<file path="src/rtl/diag_seq_pkg.sv">
package diag_seq_pkg;

  // Fibonacci feedback masks, bit (t-1) set for tap t; maximal length per width.
  function automatic logic [31:0] lfsr_mask(input int unsigned w);
    case (w)
      2:  return 32'h0000_0003;
      3:  return 32'h0000_0006;
      4:  return 32'h0000_000C;
      5:  return 32'h0000_0014;
      6:  return 32'h0000_0030;
      7:  return 32'h0000_0060;
      8:  return 32'h0000_00B8;
      9:  return 32'h0000_0110;
      10: return 32'h0000_0240;
      11: return 32'h0000_0500;
      12: return 32'h0000_0829;
      13: return 32'h0000_100D;
      14: return 32'h0000_2015;
      15: return 32'h0000_6000;
      16: return 32'h0000_D008;
      17: return 32'h0001_2000;
      18: return 32'h0002_0400;
      19: return 32'h0004_0023;
      20: return 32'h0009_0000;
      21: return 32'h0014_0000;
      22: return 32'h0030_0000;
      23: return 32'h0042_0000;
      24: return 32'h00E1_0000;
      25: return 32'h0120_0000;
      26: return 32'h0200_0023;
      27: return 32'h0400_0013;
      28: return 32'h0900_0000;
      29: return 32'h1400_0000;
      30: return 32'h2000_0029;
      31: return 32'h4800_0000;
      32: return 32'h8020_0003;
      default: return 32'h0000_0001;
    endcase
  endfunction

  typedef enum logic {
    SEQ_COUNT = 1'b0,
    SEQ_LFSR  = 1'b1
  } seq_kind_e;

endpackage

</file>
<file path="src/rtl/diag_seq_step.sv">
module diag_seq_step
  import diag_seq_pkg::*;
#(
  parameter int unsigned DATA_W = 16
) (
  input  logic [DATA_W-1:0] cur_i,
  input  seq_kind_e         kind_i,
  output logic [DATA_W-1:0] nxt_o
);

  localparam logic [31:0] MASK_FULL = lfsr_mask(DATA_W);
  localparam logic [DATA_W-1:0] MASK = MASK_FULL[DATA_W-1:0];

  logic [DATA_W-1:0] inc_nxt;
  logic [DATA_W-1:0] lfsr_nxt;

  assign inc_nxt = cur_i + DATA_W'(1);

  generate
    if (DATA_W == 1) begin : g_lfsr_w1
      // single-bit register: only non-zero state is 1, period 1
      assign lfsr_nxt = cur_i;
    end else begin : g_lfsr_wn
      logic fb;
      assign fb       = ^(cur_i & MASK);
      assign lfsr_nxt = {cur_i[DATA_W-2:0], fb};
    end
  endgenerate

  assign nxt_o = (kind_i == SEQ_LFSR) ? lfsr_nxt : inc_nxt;

endmodule

</file>
<file path="src/rtl/diag_seq_core.sv">
module diag_seq_core
  import diag_seq_pkg::*;
#(
  parameter int unsigned DATA_W = 16
) (
  input  logic              clk_i,
  input  logic              rst_ni,
  input  logic              en_i,
  input  seq_kind_e         kind_i,
  input  logic [31:0]       seed_i,
  input  logic              req_i,
  output logic [DATA_W-1:0] dat_o,
  output logic              val_o
);

  logic [DATA_W-1:0] state_q;
  logic [DATA_W-1:0] state_nxt;
  logic [DATA_W-1:0] seed_fit;
  logic [DATA_W-1:0] load_val;
  logic              issue;

  assign seed_fit = seed_i[DATA_W-1:0];
  // LFSR cannot leave all-zero; substitute 1
  assign load_val = (kind_i == SEQ_LFSR && seed_fit == '0) ? DATA_W'(1) : seed_fit;
  assign issue    = en_i & req_i;

  diag_seq_step #(.DATA_W(DATA_W)) u_step (
    .cur_i (state_q),
    .kind_i(kind_i),
    .nxt_o (state_nxt)
  );

  always_ff @(posedge clk_i or negedge rst_ni) begin
    if (!rst_ni) begin
      state_q <= '0;
      dat_o   <= '0;
      val_o   <= 1'b0;
    end else if (!en_i) begin
      state_q <= load_val;
      val_o   <= 1'b0;
    end else if (issue) begin
      dat_o   <= state_q;
      state_q <= state_nxt;
      val_o   <= 1'b1;
    end else begin
      val_o   <= 1'b0;
    end
  end

  assert_lfsr_load_nonzero_R5: assert property (@(posedge clk_i) disable iff (!rst_ni)
    (!en_i && kind_i == SEQ_LFSR) |=> (state_q != '0));

  assert_hold_when_idle_R6: assert property (@(posedge clk_i) disable iff (!rst_ni)
    (en_i && !req_i) |=> ($stable(dat_o) && $stable(state_q)));

  assert_count_pattern_R4: assert property (@(posedge clk_i) disable iff (!rst_ni)
    (en_i && req_i && kind_i == SEQ_COUNT && val_o && $past(kind_i) == SEQ_COUNT)
      |=> (dat_o == $past(dat_o) + DATA_W'(1)));

  assert_valid_latency_R8: assert property (@(posedge clk_i) disable iff (!rst_ni)
    (en_i && req_i) |=> val_o);

endmodule

</file>
<file path="src/rtl/diag_tx_counter.sv">
module diag_tx_counter #(
  parameter int unsigned CNT_W = 32
) (
  input  logic             clk_i,
  input  logic             rst_ni,
  input  logic             clr_i,
  input  logic             inc_i,
  output logic [CNT_W-1:0] cnt_o
);

  always_ff @(posedge clk_i or negedge rst_ni) begin
    if (!rst_ni)    cnt_o <= '0;
    else if (clr_i) cnt_o <= '0;
    else if (inc_i) cnt_o <= cnt_o + CNT_W'(1);
  end

  assert_cnt_clear_R2: assert property (@(posedge clk_i) disable iff (!rst_ni)
    clr_i |=> (cnt_o == '0));

  assert_cnt_hold_R7: assert property (@(posedge clk_i) disable iff (!rst_ni)
    (!clr_i && !inc_i) |=> $stable(cnt_o));

endmodule

</file>
<file path="src/rtl/diag_seq_gen.sv">
module diag_seq_gen
  import diag_seq_pkg::*;
#(
  parameter int unsigned DATA_W = 16,
  parameter int unsigned CNT_W  = 32
) (
  input  logic              clk_i,
  input  logic              rst_ni,
  input  logic              en_i,
  input  logic              sel_i,
  input  logic [31:0]       seed_i,
  input  logic              req_i,
  output logic [DATA_W-1:0] dat_o,
  output logic              val_o,
  output logic [CNT_W-1:0]  cnt_o
);

  generate
    if (DATA_W < 1 || DATA_W > 32) begin : g_bad_width
      $error("DATA_W out of range 1..32");
    end
  endgenerate

  seq_kind_e kind;
  assign kind = seq_kind_e'(sel_i);

  diag_seq_core #(.DATA_W(DATA_W)) u_core (
    .clk_i (clk_i),
    .rst_ni(rst_ni),
    .en_i  (en_i),
    .kind_i(kind),
    .seed_i(seed_i),
    .req_i (req_i),
    .dat_o (dat_o),
    .val_o (val_o)
  );

  diag_tx_counter #(.CNT_W(CNT_W)) u_cnt (
    .clk_i (clk_i),
    .rst_ni(rst_ni),
    .clr_i (~en_i),
    .inc_i (en_i & req_i),
    .cnt_o (cnt_o)
  );

  assert_cnt_tracks_valid_R7: assert property (@(posedge clk_i) disable iff (!rst_ni)
    val_o |-> (cnt_o == $past(cnt_o) + CNT_W'(1) || $past(!en_i)));

  assert_no_valid_when_off_R2: assert property (@(posedge clk_i) disable iff (!rst_ni)
    !en_i |=> !val_o);

endmodule

</file>
<file path="config.mk">
export PLATFORM = sky130hd
export DESIGN_NAME = diag_seq_gen
export DESIGN_NICKNAME = d
export VERILOG_FILES = /design/src/rtl/diag_seq_pkg.sv /design/src/rtl/diag_seq_step.sv /design/src/rtl/diag_seq_core.sv /design/src/rtl/diag_tx_counter.sv /design/src/rtl/diag_seq_gen.sv
export SDC_FILE = /design/constraint.sdc
export NUM_CORES = 1
export LEC_CHECK = 0
export BUFFER_PORTS_ARGS = -buffer_cell sky130_fd_sc_hd__buf_2
export CAP_MARGIN = 20
export CORE_MARGIN = 4
export CORE_UTILIZATION = 55
export DETAILED_ROUTE_END_ITERATION = 10
export PLACE_DENSITY = 0.89
export SLEW_MARGIN = 20
export SYNTH_ARGS = -nofsm -noshare
export SYNTH_HDL_FRONTEND = slang
export SYNTH_SLANG_ARGS = --single-unit
</file>
<file path="constraint.sdc">
create_clock -name clk_i -period 3 [get_ports clk_i]
set_input_delay 0.6 -clock clk_i [delete_from_list [all_inputs] [get_ports clk_i]]
set_output_delay 0.6 -clock clk_i [all_outputs]
set_load 0.005 [all_outputs]
</file>
==> results.md, run 1 <==
- Setup TNS: 0 ns
- Critical Path Start: u_cnt.cnt_o[9]$_DFFE_PN0P_
- Post-detail-place hpwl: between 5000 and 6000 um
- Hold Vio Cnt, Final: 0
- Root Driver: clkbuf_8
- Most common cell in the synthesized netlist: nand2_1
- TritonCTS clock tree: yes
- EDFF count, synth: 0
- Total grt overflow: 0
- Fmax: 488.5 MHz
- Syn_area_per_cell: approximately 8.9 sq um
- Ys Warns: 0
- Detailed-route vias per instance: 5.856
- Crit. End Element: flip-flop
- Worst-Skew Late Latency: 0.34 ns
- Final nets: between 400 and 500
- Largest cells by area after synthesis: dfrtp_1, nand2_1, xnor2_1
- CTS resizes: 0
- Fillers: roughly 460
- Main flop type after synthesis: dfrtp_1
- Syn nets: 425
- Syn Inst Count: 386
- Share of cells above drive strength 1: 0.2137
- Hold Crit Class: in2async
- FF-to-FF Start: u_cnt.cnt_o[9]$_DFFE_PN0P_
- Synth Register Bits: 65
- Initial antenna violation count: 0
- Drt first pass iters: 5
- Synth top area share: 0.4712
- Final ANT Viol Nets: 0
- Full die area: approximately 7600 sq um
- DR WL/cell: ~16 um
- Synthesized area: 3452 sq um
- Initial Utilization: 0.5762
- WL final: 8286 um
- Area delta synth->final: 17.72%
- First-pass GRT wire length: 13780 um
- Peak supply drop: 0.3523 mV
- IO buf count: 69
- Asr flop ratio synth: 1.000
- Area leader, netlist: dfrtp_1
- Power, Total: ~2 mW
- DRC viols: 0
- Clock sinks: between 60 and 70
- P_leak: 1.965 nW
- Tightest Pin Transition: 0.6798 ns
- Sequential-to-total area share from yosys stat: 0.4712
- Die Ht: 87.23 um
- Worst Path Max Fanout: 10
- Routed via count: 3098
- Total number of H-tree levels: 3
- Total CTS buffers: 9
- Core ar.: 5991 sq um
- CP arrival: 2.27 ns
- CTS Buffer Depth: 2
- WP data required: roughly 3.2 ns
- Post-synth top cells: nand2_1, dfrtp_1, xnor2_1, and2_1, o21ai_0
- Post-CTS Hold Buffers: 0
- Antenna fix cells: 0
- Largest net degree at the start of global routing: 38
- # setup viols final: 0
- Critical Path Start Type: flip-flop
- GPL Wtd Cong: about 0.90
- Post-CTS Setup Bufs: 0
- Setup Crit Path Kind: reg2reg
- Final Critical Period: 2.047 ns
- Iteration-0 DRC Markers: 265
- Fin crit share: 0.6823
- Max_cap viols: 0
- Worst-path clk slew: 0.07 ns
- Ports: between 80 and 90
- Vias in the first global route: 2978
- Max_slew headroom: 0.5468
- Distinct cell type count of the synthesized netlist: 47
- Cell Rows: 28
- Unrepaired setup endpoints after global routing: no
- Die width: just under 90 um
- Status: finished clean
- Clk_skew: 0.01002 ns
- Power per Cell Area: 494.3 nW/um^2
- GRT Resource Usage Total: 0.2316
- Fin. max-slew vios: 0
[final timing paths]
kind | end | slack (ns) | cells after the start
hold reg to reg | u_core.dat_o[12]$_DFFE_PN0P_ | 0.47 | 2
setup reg to reg | u_cnt.cnt_o[31]$_DFFE_PN0P_ | 0.95 | 5
max in group asynchronous | u_cnt.cnt_o[21]$_DFFE_PN0P_ | 2.08 | 2
hold / removal | u_cnt.cnt_o[29]$_DFFE_PN0P_ | 0.29 | 1
setup / recovery | u_cnt.cnt_o[31]$_DFFE_PN0P_ | 0.95 | 5
min in group clk_i | u_core.dat_o[12]$_DFFE_PN0P_ | 0.47 | 2
[cell usage in the layout, fill, tap and decap left out, types with 3 or more instances in the layout]
master	n
nand2_1	70
buf_2	69
dfrtp_1	65
xnor2_1	28
and2_1	23
o21ai_0	23
nand3_1	21
nor2_1	16
nand4_1	14
inv_1	13
a21oi_1	13
clkbuf_8	11
nor3_1	7
nor2b_1	6
a31oi_1	6
and3_1	5
buf_4	5
xor2_1	4
nor4_1	4
o211ai_1	4
mux2i_1	3
and4_1	3
or3_1	3
o311ai_0	3
a22oi_1	3
[metrics by stage]
stage / utilization / area [sq um] / worst slack, ns / cells / hold WS, ns
6_report: 0.6784 / 4064 / 0.9531 / 529 / 0.2943
5_1_grt: 0.6784 / 4064 / 0.8136 / 529 / 0.3314
3_5_place_dp: 0.6458 / 3869 / 0.9047 / 514 / 0.4572
4_1_cts: 0.6784 / 4064 / 0.9645 / 529 / 0.3008
3_3_place_gp: 0.6458 / 3869 / 0.8769 / 514 / 0.4561
2_1_floorplan: - / 3452 / 1.040 / 386 / 0.3044
[state kept, by name, indices dropped and copies added, names as in the netlist]
name and cells:
u_core.val_o 1, u_core.dat_o 16, u_cnt.cnt_o 32, u_core.state_q 16
[area by class of cell]
cell class | count | area (sq um) | area share
Timing Repair Buffer | 75 | 402.9 | 0.09914
Multi-Input combinational cell | 285 | 1693 | 0.4166
Sequential cell | 65 | 1627 | 0.4002
Clock buffer | 12 | 155.1 | 0.03818
Inverter | 14 | 52.55 | 0.01293
Clock inverter | 3 | 40.04 | 0.009852
Tap cell | 75 | 93.84 | 0.02309
[cell families after synthesis]
logic type	share of synthesized area
xor+xnor	0.08119
simple gates	0.2610
mux	0.01522
fa+ha+maj	0.007248
flops	0.4712
buf+inv	0.04023
compound gates	0.1240
[critical path: stages, from the launching register on]
cell     delay, ns
dfrtp_1       0.47
nand4_2       0.19
nor4_4        0.62
nand2_1       0.20
o31a_1        0.28
o21a_1        0.18
[routing by layer]
metal / wire length, um / vias to the layer above / GRT usage
li1: - / 1462 / -
met1: 3359 / 1450 / 0.2925
met2: 4015 / 165 / 0.3803
met3: 759 / 21 / 0.06055
met4: 151 / 0 / 0.09066
met5: 0 / - / 0
[power by group]
group	leakage [nW]	switching [mW]	internal, mW
Combinational	1.02	0.153	0.113
Sequential	0.845	0.0667	0.938
Clock	0.102	0.316	0.422
Total	1.97	0.536	1.47
(Power assumes the default switching activity.)
==> inputs of run 2 (changes only) <==
- CORE_UTILIZATION: 55 -> 48
- PLACE_DENSITY: 0.89 -> 0.83
- clock period: 3 -> 1.85 ns (I/O delays scaled with it)
==> results.md, run 2 (synthesis gave the netlist of run 1 again) <==
- CP peak stage delay: 0.47 ns
- Largest register by flop count: u_cnt.cnt_o
- Routed via count: 3211
- Status: finished clean
- Setup Crit Path Kind: reg2reg
- Antenna fix cells: 0
- Slowest stage cell, crit path: nor4_4
- CTS Buffer Depth: 2
- FF-to-FF Start: u_cnt.cnt_o[12]$_DFFE_PN0P_
- Fin crit share: 0.9570
- Vias in the first global route: 3059
- IO buf count: 69
- Crit. End Element: flip-flop
- Largest net degree at the start of global routing: between 60 and 70
- Hold Crit Class: in2async
- Critical Path Start: u_cnt.cnt_o[12]$_DFFE_PN0P_
- Hold Vio Cnt, Final: 0
- Dpl ws: -0.04767 ns
- Drt first pass iters: 5
- Critical Path Start Type: flip-flop
- CP arrival: approximately 2 ns
- Final Critical Period: 1.771 ns
- Final core occ: 0.6159
- Ports: 86
- Final nets: 511
- DRC viols: 0
- Unrepaired setup endpoints after global routing: no
- Worst-Skew Late Latency: 0.35 ns
- Sequential Area: 1627 sq um
- Setup TNS: 0 ns
- WP data required: 2.09 ns
- Worst-path clk slew: 0.08 ns
- Largest register FFs: 32
- Full die area: 8613 sq um
- P_leak: 2.062 nW
- Initial antenna violation count: 0
- # setup viols final: 0
- Clock sinks: 65
- Regs by FF count: u_cnt.cnt_o: 32 flops, u_core.dat_o: 16 flops, u_core.state_q: 16 flops
- Post-detail-place hpwl: 6084 um
- Core ar.: about 7000 sq um
- Share of cells above drive strength 1: 0.2516
- Fin. max-slew vios: 0
- DR WL/cell: ~15 um
- Die Ht: 92.81 um
- Commonest non-fill, non-tap cell in the layout: nand2_1
- Most frequent cells in the layout: nand2_1, buf_2, dfrtp_1
- Fillers: 611
- Cell Rows: 30
- Max_slew headroom: 0.5470
- Die width: 92.81 um
- Multi-input logic area: 1700 sq um
- Total grt overflow: 0
- Reg2reg path depth: 6
- GRT Resource Usage Total: 0.2086
- Fmax: 564.8 MHz
- Root Driver: clkbuf_8
- Final worst slack: 0.07948 ns
- Crit path cell chain: nand4_2 > nor4_4 > buf_4 > nand4_1 > xnor2_1 > and2_1
- Area delta synth->final: 23.23%
- Total number of H-tree levels: 3
- Worst Path Max Fanout: 6
- Tightest Pin Transition: 0.6763 ns
- WL final: 8691 um
- First-pass GRT wire length: 14380 um
- Final ANT Viol Nets: 0
- Power, Total: 3.153 mW
- Clk_skew: about 0.014 ns
- Iteration-0 DRC Markers: 180
- Detailed-route vias per instance: around 5.6
- Peak supply drop: about 0.58 mV
- Power per Cell Area: 741.1 nW/um^2
- Total CTS buffers: 9
- GPL Wtd Cong: 0.8635
- Max_cap viols: 0
- TritonCTS clock tree: yes
- Initial Utilization: 0.4998
run 2: changes by cell type in the layout (fill, tap and decap cells not counted), sizes merged:
cell and delta:
buf +22, bufinv -1, clkinvlp +2
run 2: per-stage QoR:
stage	hold slack (ns)	cell area [sq um]	instances
after floorplan	0.07441	3452	386
after detailed placement	0.4114	4023	552
after CTS	0.02186	4197	568
final	0.02192	4254	573
after global routing	0.02755	4254	573
after global placement	0.4110	4023	552
run 2: final timing paths:
check	slack (ns)	endpoint
worst min register to register	0.47	u_core.dat_o[8]$_DFFE_PN0P_
worst min-delay path	0.02	u_cnt.cnt_o[30]$_DFFE_PN0P_
worst max-delay path	0.08	u_cnt.cnt_o[26]$_DFFE_PN0P_
min in group clk_i	0.27	u_core.state_q[14]$_DFFE_PN0P_
worst max register to register	0.08	u_cnt.cnt_o[26]$_DFFE_PN0P_
max in group asynchronous	1.53	u_core.dat_o[1]$_DFFE_PN0P_
run 2: worst max-delay path: cells and delay by family, from the launching register on:
family                    cells  cell delay (ns)
and+or+nand+nor               4             0.88
DFF                           1             0.41
buffers and inverters         1             0.22
xor gates and xnor gates      1             0.14
run 2: where the power goes:
part	switching, mW	leakage (nW)	internal, mW
clock network	0.546	0.0826	0.523
logic	0.260	1.14	0.200
registers	0.103	0.845	1.52
run 2: repair_timing:
action	CTS	global route
resized for setup	0	2
setup endpoints to repair	0	5
setup buffers	0	5
endpoints found under the hold margin	0	0
hold buffers	0	0
run 2: routing by layer:
| layer | track usage | part of all wire |
|---|---|---|
| met5 | 0 | 0 |
| met4 | 0.06716 | 0.021 |
| met3 | 0.06011 | 0.080 |
| met2 | 0.3401 | 0.48 |
| met1 | 0.2668 | 0.42 |
run 2: layout make-up:
cell class	count	area share
clock buffer	12	0.03412
tap	96	0.02824
timing repair buffer	97	0.1365
multi-input combinational	285	0.3997
clock inverter	4	0.006765
inverter	14	0.01235
sequential	65	0.3824
==> inputs of run 3 (changes only) <==
- CELL_PAD_IN_SITES_DETAIL_PLACEMENT: not set -> 1
- CELL_PAD_IN_SITES_GLOBAL_PLACEMENT: not set -> 1
- CORE_UTILIZATION: 48 -> 36
- CTS_CLUSTER_DIAMETER: not set -> 200
==> results.md, run 3 (synthesis gave the netlist of run 1 again) <==
- CP top delay family: simple AND/OR/NAND/NOR gates
- WL final: 9757 um
- Share of cells above drive strength 1: 0.2656
- Full die area: 11220 sq um
- Regs by FF count: u_cnt.cnt_o: 32 flops, u_core.dat_o: 16 flops, u_core.state_q: 16 flops
- Final Critical Period: 1.704 ns
- Iteration-0 DRC Markers: 121
- P_leak: 2.114 nW
- Top cell by count, worst path: and4_1
- Ports: 86
- Fin. max-slew vios: 0
- Detailed-route vias per instance: about 5.2
- Max_cap viols: 0
- Largest net degree at the start of global routing: 66
- Drt first pass iters: 4
- TritonCTS clock tree: yes
- Fillers: 1137
- CTS Buffer Depth: 2
- Setup Crit Path Kind: reg2reg
- Vias in the first global route: 3310
- Crit. End Element: flip-flop
- CP bufs+invs: 0
- Die Ht: 105.9 um
- Initial Utilization: 0.3718
- Tightest Pin Transition: 0.5655 ns
- Worst Path Max Fanout: 5
- Worst hold margin: about 0.028 ns
- Peak supply drop: 0.4583 mV
- Total grt overflow: 0
- Fmax: slightly below 600 MHz
- Routed via count: 3180
- Antenna fix cells: 0
- Fin crit share: 0.9213
- GPL Wtd Cong: 0.9155
- Largest register by flop count: u_cnt.cnt_o
- Status: finished clean
- WP data required: 2.09 ns
- Unrepaired setup endpoints after global routing: yes
- Cell Rows: 35
- Max_slew headroom: 0.6212
- Total number of H-tree levels: 3
- Largest register FFs: 32
- CP arrival: around 2 ns
- Setup TNS: 0 ns
- First-pass GRT wire length: ~16000 um
- Most frequent cells in the layout: nand2_1, buf_2, dfrtp_1
- Total CTS buffers: 9
- Die width: 105.9 um
- Final nets: 516
- # placed instances: roughly 600
- Hold Crit Class: in2async
- Slowest stage cell, crit path: dfrtp_2
- Root Driver: clkbuf_8
- Post-detail-place hpwl: between 6000 and 7000 um
- Crit path cell chain: and4_1 > and4_1 > nand3_1 > o31a_1 > o21a_1
- Layout Cells excl Fill: 611
- Power per Cell Area: roughly 800 nW/um^2
- Hold Vio Cnt, Final: 0
- GRT Resource Usage Total: 0.1794
- Worst-path clk slew: 0.07 ns
- Initial antenna violation count: 1
- IO buf count: 69
- Clk_skew: 0.006957 ns
- Clock sinks: 65
- # setup viols final: 0
- Core ar.: approximately 9300 sq um
- Post-CTS Hold Buffers: 0
- Area delta synth->final: 26.68%
- Power, Total: 3.466 mW
- DRC viols: 0
- Final ANT Viol Nets: 0
- DR WL/cell: between 15 and 20 um
- Worst-Skew Late Latency: 0.34 ns
- Commonest non-fill, non-tap cell in the layout: nand2_1
- Critical Path Start Type: flip-flop
- CP peak stage delay: about 0.4 ns
-- run 3: repair_timing --
item	in CTS	in global routing
resized for setup	0	5
endpoints found under the setup margin	0	9
setup buffers	0	4
hold endpoints to repair	0	0
-- run 3: where the power goes --
part | leakage (nW) | total [mW] | switching (mW) | internal [mW]
logic | 1.16 | 0.483 | 0.277 | 0.206
registers | 0.843 | 1.62 | 0.100 | 1.52
clock network | 0.113 | 1.36 | 0.569 | 0.794
total | 2.11 | 3.47 | 0.945 | 2.52
-- run 3: worst register-to-register path, stage by stage (launching register included) --
cell     delay (ns)
dfrtp_2        0.41
and4_1         0.27
and4_1         0.27
nand3_1        0.17
o31a_1         0.31
o21a_1         0.18
-- run 3: area by class of cell --
type                            count  area [sq um]  area share
Clock buffer                       11         141.4     0.03233
Clock inverter                      5         78.83     0.01803
Inverter                           14         52.55     0.01202
Multi-Input combinational cell    285          1705      0.3900
Sequential cell                    65          1628      0.3722
Tap cell                          129         161.4     0.03691
Timing Repair Buffer              102         605.6      0.1385
-- run 3: routing by layer --
layer  vias up  track usage  wire, um
met2        92       0.2919      4765
met3        21      0.05707       526
met4         2      0.05828       179
met5         -            0        13
met1      1551       0.2269      4272
li1       1514            -         -
-- run 3: stage by stage --
step,worst slack (ns),cell area [sq um],utilization
6_report,0.1456,4373,0.4710
5_1_grt,-0.03840,4373,0.4710
4_1_cts,0.02962,4329,0.4663
3_5_place_dp,-0.1095,4109,0.4426
3_3_place_gp,-0.1179,4109,0.4426
2_1_floorplan,0.07712,3452,-
-- run 3: path summary, 6_finish.rpt --
check | slack (ns) | endpoint | startpoint | cells after the start
setup / recovery | 0.15 | u_cnt.cnt_o[31]$_DFFE_PN0P_ | u_cnt.cnt_o[22]$_DFFE_PN0P_ | 5
hold / removal | 0.03 | u_cnt.cnt_o[29]$_DFFE_PN0P_ | rst_ni | 2
setup reg to reg | 0.15 | u_cnt.cnt_o[31]$_DFFE_PN0P_ | u_cnt.cnt_o[22]$_DFFE_PN0P_ | 5
hold reg to reg | 0.47 | u_core.dat_o[8]$_DFFE_PN0P_ | u_core.dat_o[8]$_DFFE_PN0P_ | 2
max in group asynchronous | 1.53 | u_core.val_o$_DFF_PN0_ | rst_ni | 2
min in group clk_i | 0.27 | u_core.state_q[10]$_DFFE_PN0P_ | seed_i[10] | 3
